$ cat src/rtl/zol_pkg.sv
package zol_pkg;

   // Action the decision logic requests from the state holder in a cycle.
   typedef enum logic [1:0] {
      ZA_HOLD = 2'd0,
      ZA_LOAD = 2'd1,
      ZA_WRAP = 2'd2,
      ZA_EXIT = 2'd3
   } zol_act_e;

endpackage

$ cat src/rtl/zol_decide.sv
module zol_decide
   import zol_pkg::*;
#(
   parameter int AW = 16,
   parameter int CW = 16
) (
   input  logic          active_i,
   input  logic [AW-1:0] top_i,
   input  logic [AW-1:0] end_i,
   input  logic [CW-1:0] cnt_i,
   input  logic          setup_i,
   input  logic [AW-1:0] setup_end_i,
   input  logic [CW-1:0] setup_count_i,
   input  logic          retire_i,
   input  logic [AW-1:0] pc_next_i,
   output zol_act_e      act_o,
   output logic          redirect_o,
   output logic [AW-1:0] redirect_pc_o
);

   localparam logic [CW-1:0] LastPass = CW'(1);

   logic hit;

   always_comb begin
      hit           = active_i & retire_i & (pc_next_i == end_i);
      act_o         = ZA_HOLD;
      redirect_o    = 1'b0;
      redirect_pc_o = top_i;
      if (setup_i) begin
         act_o = ZA_LOAD;
         if (setup_count_i == '0) begin
            redirect_o    = 1'b1;
            redirect_pc_o = setup_end_i;
         end
      end else if (hit) begin
         if (cnt_i == LastPass) begin
            act_o = ZA_EXIT;
         end else begin
            act_o      = ZA_WRAP;
            redirect_o = 1'b1;
         end
      end
   end

endmodule

$ cat src/rtl/zol_state.sv
module zol_state
   import zol_pkg::*;
#(
   parameter int AW = 16,
   parameter int CW = 16
) (
   input  logic          clk,
   input  logic          rst_n,
   input  zol_act_e      act_i,
   input  logic [AW-1:0] setup_top_i,
   input  logic [AW-1:0] setup_end_i,
   input  logic [CW-1:0] setup_count_i,
   output logic          active_o,
   output logic [AW-1:0] top_o,
   output logic [AW-1:0] end_o,
   output logic [CW-1:0] cnt_o
);

   localparam logic [CW-1:0] One = CW'(1);

   always_ff @(posedge clk or negedge rst_n) begin
      if (!rst_n) begin
         active_o <= 1'b0;
         top_o    <= '0;
         end_o    <= '0;
         cnt_o    <= '0;
      end else begin
         unique case (act_i)
            ZA_LOAD: begin
               top_o    <= setup_top_i;
               end_o    <= setup_end_i;
               cnt_o    <= setup_count_i;
               active_o <= (setup_count_i != '0);
            end
            ZA_WRAP: cnt_o <= cnt_o - One;
            ZA_EXIT: begin
               cnt_o    <= cnt_o - One;
               active_o <= 1'b0;
            end
            default: ;
         endcase
      end
   end


   cnt_nonzero_chk: assert property (@(posedge clk) disable iff (!rst_n)
      (act_i == ZA_WRAP || act_i == ZA_EXIT) |-> cnt_o != '0);

   wrap_step_chk: assert property (@(posedge clk) disable iff (!rst_n)
      act_i == ZA_WRAP |=> active_o && cnt_o == CW'($past(cnt_o) - One));

   exit_clear_chk: assert property (@(posedge clk) disable iff (!rst_n)
      act_i == ZA_EXIT |=> !active_o && cnt_o == '0);

   zero_setup_idle_chk: assert property (@(posedge clk) disable iff (!rst_n)
      (act_i == ZA_LOAD && setup_count_i == '0) |=> !active_o);

endmodule

$ cat src/rtl/zol_ctrl.sv
module zol_ctrl
   import zol_pkg::*;
#(
   parameter int AW = 16,
   parameter int CW = 16
) (
   input  logic          clk,
   input  logic          rst_n,
   input  logic          setup_valid,
   input  logic [AW-1:0] setup_top,
   input  logic [AW-1:0] setup_end,
   input  logic [CW-1:0] setup_count,
   input  logic          retire,
   input  logic [AW-1:0] pc_next,
   output logic          redirect_valid,
   output logic [AW-1:0] redirect_pc,
   output logic          loop_active,
   output logic [CW-1:0] loop_count
);

   if (AW < 2 || AW > 32) begin : g_bad_aw
      $error("zol_ctrl: AW out of range");
   end
   if (CW < 1 || CW > 32) begin : g_bad_cw
      $error("zol_ctrl: CW out of range");
   end

   zol_act_e      act;
   logic [AW-1:0] top_q;
   logic [AW-1:0] end_q;

   zol_decide #(.AW(AW), .CW(CW)) u_decide (
      .active_i      (loop_active),
      .top_i         (top_q),
      .end_i         (end_q),
      .cnt_i         (loop_count),
      .setup_i       (setup_valid),
      .setup_end_i   (setup_end),
      .setup_count_i (setup_count),
      .retire_i      (retire),
      .pc_next_i     (pc_next),
      .act_o         (act),
      .redirect_o    (redirect_valid),
      .redirect_pc_o (redirect_pc)
   );

   zol_state #(.AW(AW), .CW(CW)) u_state (
      .clk           (clk),
      .rst_n         (rst_n),
      .act_i         (act),
      .setup_top_i   (setup_top),
      .setup_end_i   (setup_end),
      .setup_count_i (setup_count),
      .active_o      (loop_active),
      .top_o         (top_q),
      .end_o         (end_q),
      .cnt_o         (loop_count)
   );


   idle_no_redirect_chk: assert property (@(posedge clk) disable iff (!rst_n)
      (!loop_active && !setup_valid) |-> !redirect_valid);

   hold_state_chk: assert property (@(posedge clk) disable iff (!rst_n)
      (!setup_valid && !retire) |=> $stable(loop_active) && $stable(loop_count));

   load_chk: assert property (@(posedge clk) disable iff (!rst_n)
      (setup_valid && setup_count != '0) |=> loop_active && loop_count == $past(setup_count));

endmodule

$ cat config.mk
export PLATFORM = sky130hd
export DESIGN_NAME = zol_ctrl
export DESIGN_NICKNAME = d
export VERILOG_FILES = /design/src/rtl/zol_pkg.sv /design/src/rtl/zol_decide.sv /design/src/rtl/zol_state.sv /design/src/rtl/zol_ctrl.sv
export SDC_FILE = /design/constraint.sdc
export NUM_CORES = 1
export LEC_CHECK = 0
export BUFFER_PORTS_ARGS = -buffer_cell sky130_fd_sc_hd__buf_2
export CORE_MARGIN = 1
export CORE_UTILIZATION = 37
export CTS_CLUSTER_DIAMETER = 60
export CTS_CLUSTER_SIZE = 25
export DETAILED_ROUTE_END_ITERATION = 16
export GPL_TIMING_DRIVEN = 1
export PLACE_DENSITY = 0.68
export SYNTH_ARGS = -nofsm -noshare
export SYNTH_HDL_FRONTEND = slang
export SYNTH_SLANG_ARGS = --single-unit
$ cat constraint.sdc
create_clock -name clk -period 3.5 [get_ports clk]
set_input_delay 0.35 -clock clk [delete_from_list [all_inputs] [get_ports clk]]
set_output_delay 0.35 -clock clk [all_outputs]
set_load 0.01 [all_outputs]
After elaboration in Yosys (flattened, before gate mapping)
Cells that the tools add are included.
{"block": "word_totals", "reg_bits": 49, "in_bits": 68, "output_inout_bits": 34}
{"block": "classes", "add_sub_neg": 1, "n_eq_ne": 5, "n_mux": 11, "bitwise": 2, "reduce_logical": 5}
{"cell": "$mux W16", "count": 2}
{"cell": "$pmux W16 S2", "count": 1}
{"cell": "$eq A16 B1 Y1 const B", "count": 1}
{"cell": "$eq A16 B16 Y1", "count": 1}
{"cell": "$logic_not A16 Y1", "count": 1}
{"cell": "$reduce_bool A16 Y1", "count": 1}
{"cell": "$sub A16 B1 Y16 const B", "count": 1}
{"cell": "$mux W1", "count": 5}
{"cell": "$eq A2 B2 Y1 const B", "count": 2}
{"cell": "$mux W2", "count": 2}
{"cell": "$reduce_bool A2 Y1", "count": 2}
{"cell": "$and A1 B1 Y1", "count": 2}
{"cell": "$eq A2 B1 Y1 const B", "count": 1}
{"cell": "$pmux W1 S2", "count": 1}
{"cell": "$reduce_or A2 Y1", "count": 1}

Logic depth before layout (Yosys ltp)
{"block": "depth", "word_depth": 7, "depth_mapped": 8, "depth_no_buf": 7}

Modules after synthesis
Synthesis repeated with hierarchy kept, for this count alone.
{"block": "hier_totals", "cells_unflattened": 245, "area_unflattened_um2": 2805.2}
{"mod": "zol_state", "instances": 1, "cells_each": 187, "area_per_inst_um2": 2303.5}
{"mod": "zol_decide", "instances": 1, "cells_each": 58, "area_per_inst_um2": 501.7}

Worst setup path before layout
Ideal clock, no wire load.
{"block": "synth_path", "path_type": "reg2out", "start": "reg u_state.end_o[10]", "end": "out redirect_valid", "arrival_ns": 1.968, "required_ns": 3.150, "setup_slack_ns": 1.182, "path_stages_with_launch": 8, "path_buffers": 3, "path_cell_list": "dfrtp_1 > xnor2_1 > nand4_1 > or3_1 > buf_2 > buf_6 > clkbuf_1 > o41ai_1"}
{"block": "synth_via", "elab_chain_cells": 4}
{"element": "from (decl)", "line_no": "zol_state.sv:15", "rtl": "output logic [AW-1:0] end_o,"}
{"element": "from (signal assigned)", "line_no": "zol_state.sv:31", "rtl": "end_o <= setup_end_i;"}
{"element": "$eq A16 B16 Y1", "line_no": "zol_decide.sv:26", "rtl": "hit = active_i & retire_i & (pc_next_i == end_i);"}
{"element": "$and A1 B1 Y1", "line_no": "zol_decide.sv:26"}
{"element": "$mux W1", "line_no": "zol_decide.sv:36", "rtl": "end else if (hit) begin"}
{"element": "$mux W1", "line_no": "zol_decide.sv:30", "rtl": "if (setup_i) begin"}
{"element": "to (decl)", "line_no": "zol_ctrl.sv:15", "rtl": "output logic redirect_valid,"}
No other way between the ends.

Worst setup path in the final report
{"block": "layout_path", "start": "reg u_state.end_o[15]", "end": "out redirect_valid"}
The elaborated chain is that of the path after synthesis.

==> impl_results.md <==
- CTS buffer count: 5
- Setup tns final: 0 ns
- Post-Route Skew: 0.008248 ns
- Setup repair after global routing missed its margin: no
- Die Span Y: 88.06 um
- Post-synthesis cell count: 250
- Maximum clock insertion buffer count: 2
- Router iterations before antenna repair: 4
- Final clock period utilization by the worst path: 0.8713
- Synthesized flop and latch total: 49
- Setup slack at placement: 0.7118 ns
- Post-CTS setup buffers: 0
- Number of antenna violations at the first check in global routing: 0
- Horizontal die dimension: 88.06 um
- # DRC: 0
- Placed instance count: 439
- Detailed Route WL: 6693 um
- Count of antenna-violating nets left after detailed routing: 0
- Largest fanout of any net on the critical path: 28
- Net Count, Synth: 320
- Critical Path RT: 3.15 ns
- Total Nets Final: 417
- Maximum VDD drop: 0.0001811 V
- Asr flop ratio synth: 1.000
- Switching share of power: 0.2733
- Area share of the largest cell type after synthesis: 0.4475
- Sequential Power Share: 0.493
- Cell taking the most area after synthesis: sky130_fd_sc_hd__dfrtp_1
- Core Area: 7214 sq um
- # fillers: 727
- Root Buffer: sky130_fd_sc_hd__clkbuf_8
- Number of distinct library cells after synthesis: 40
- Number of DRC markers after the initial detailed-route iteration: 87
- Final estimated routing congestion in global placement: 0.7746
- Area taken by flip-flops and latches: 1226 sq um
- Synthesized area: 2740 sq um
- CTS sink count: 49
- Synthesized area per cell: 10.96 sq um
- CTS H-Tree Depth: 2
- Final cell count without fillers: 447
- Clock-pin slew on the worst setup and hold paths: 0.10 ns
- Critical path arrival: 2.70 ns
- Hold Violations, Final: 0
- Layout cells sized above 1: 0.4425
- Number of antenna repair diodes: 0
- Top cells by area, synth: sky130_fd_sc_hd__dfrtp_1 (45%), sky130_fd_sc_hd__mux2_2 (13%), sky130_fd_sc_hd__mux2_1 (6.6%)
- Part of the Yosys area used for sequential elements: 0.4475
- Effective utilization at floorplan: 0.3798
- Type of the worst setup path: flop to output port
- GRT Overall Usage: 0.1843
- Sum of overflow across all layers after global routing: 0
- Floorplan row count: 31
- Cell internal power dissipation: 0.9840 mW
- Final critical delay including setup and external delays: 3.049 ns
- First-pass GRT wire length: 10960 um
- Post-route setup slack: 0.4505 ns
- Maximum number of pins on one net before global-route repair: 39
- Class of the most critical hold timing path: input pin to async pin
- Ranking of synthesized cells by instance count: sky130_fd_sc_hd__dfrtp_1 (49), sky130_fd_sc_hd__mux2_2 (32), sky130_fd_sc_hd__nor2_1 (19)
- Max-Slew Margin vs Limit: 0.4675
- HPWL after DPL: 4962 um
- Signed area change from the synthesized netlist to the final layout: 25.84%
- IO Pins: 102
- Multi-input gate area: 1435 sq um
- Number of global-route vias before repair: 2327
- Post-CTS Hold Fix Bufs: 0
- Result of the run: finished clean
- Leading register cell type out of synthesis: sky130_fd_sc_hd__dfrtp_1
- Total design power: 1.354 mW
- Gates resized, CTS repair: 0
- Maximum frequency from static timing analysis: 327.9 MHz
- Clock tree from TritonCTS: yes
- Max-cap check violation count: 0
- Power density over the cells: 392.7 nW/um^2
- Input/output buffers: 101
- Leakage power total: 1.439 nW
- Syn. warnings: 0
- Number of vias in the routed layout: 2364
- Worst-Skew Late Latency: 0.31 ns
- Number of enable-type register cells in the synthesized netlist: 0
- Worst setup SP type: flop
- Via density: 5.289
- Part of the total power dissipated in the clock network: 0.318
- Combinational share of power: 0.189
- Most frequent cell after synthesis: sky130_fd_sc_hd__dfrtp_1
- Critical Path End Type: output port
- Final Max Tran Viols: 0
- Total of endpoints with negative setup slack in the final report: 0
- NetSw: 0.3701 mW
- Slew @ Worst Pin: 0.7968 ns
- Per-cell routed wire length: 14.97 um
- Overall die area: 7754 sq um
- Hold Slack: 0.1136 ns
-- logic make-up (layout without fill, tap and decap cells) --
family          count (synthesis)  after routing  share of synthesized area
compound gates                 35             35                    0.08995
buf+inv                        18            116                    0.02876
flops                          49             49                     0.4475
simple gates                   82             82                     0.1763
fa+ha+maj                       2              2                   0.009131
xor+xnor                       16             16                    0.05114
mux                            48             48                     0.1973
-- sequential cells by signal, summed over array words and instances (netlist names) --
signal,cells
u_state.end_o,16
u_state.top_o,16
u_state.active_o,1
u_state.cnt_o,16
-- metrics by stage --
stage | utilization | instance area, sq um
global route | 0.4780 | 3448
detailed placement | 0.4613 | 3328
floorplan | - | 2740
global placement | 0.4613 | 3328
CTS | 0.4780 | 3448
finish | 0.4780 | 3448
-- cell type report --
type	count	share of cell area
Inverter	4	0.004354
Multi-Input combinational cell	183	0.4162
Sequential cell	49	0.3556
Timing Repair Buffer	104	0.1531
Clock buffer	6	0.02395
Clock inverter	2	0.01089
Tap cell	99	0.03592
-- routing by layer --
layer,GRT usage,part of all wire
met2,0.3150,0.47
met1,0.2283,0.44
met3,0.05090,0.075
met4,0.05279,0.014
met5,0,0
-- power groups by stage --
stage	logic, mW	registers [mW]	clock network (mW)
global route	0.285	0.676	0.464
detailed placement	0.259	0.678	0
global placement	0.254	0.674	0
CTS	0.260	0.667	0.443
finish	0.256	0.667	0.431
floorplan	0.142	0.673	0
-- critical path, cell delays in order (launching register included) --
cell,delay [ns]
sky130_fd_sc_hd__dfrtp_1,0.40
sky130_fd_sc_hd__xor2_1,0.17
sky130_fd_sc_hd__nor4_2,0.45
sky130_fd_sc_hd__nand2_1,0.58
sky130_fd_sc_hd__o41ai_1,0.59
sky130_fd_sc_hd__buf_2,0.20
-- layout by cell type (no fill, tap or decap), drive strengths merged, types with 2 or more instances in the layout --
| cell type | Yosys | layout |
|---|---|---|
| o31ai | 9 | 9 |
| a31oi | 13 | 13 |
| clkbuf | 6 | 6 |
| nor3 | 7 | 7 |
| o41ai | 4 | 4 |
| or4 | 12 | 12 |
| xnor2 | 8 | 8 |
| ha | 2 | 2 |
| or3 | 7 | 7 |
| mux2 | 48 | 48 |
| inv | 4 | 4 |
| a21oi | 2 | 2 |
| nand4b | 2 | 2 |
| nor4 | 11 | 11 |
| nor2 | 19 | 19 |
| xor2 | 8 | 8 |
| or2 | 4 | 4 |
| dfrtp | 49 | 49 |
| buf | 8 | 104 |
| nand2 | 11 | 11 |
| nand3 | 5 | 5 |
| o21ai | 3 | 3 |
-- worst paths after layout --
kind | from | endpoint | slack (ns) | cells after the start
min reg2reg | u_state.top_o[3] | u_state.top_o[3] | 0.51 | 1
min | rst_n | u_state.top_o[5] | 0.11 | 1
max in group asynchronous | rst_n | u_state.active_o | 2.67 | 2
max | u_state.end_o[15] | redirect_valid | 0.45 | 5
min in group clk | setup_top[10] | u_state.top_o[10] | 0.26 | 2
max reg2reg | u_state.end_o[15] | u_state.cnt_o[15] | 0.97 | 5
Note: power is estimated with default switching activity, not from simulation.
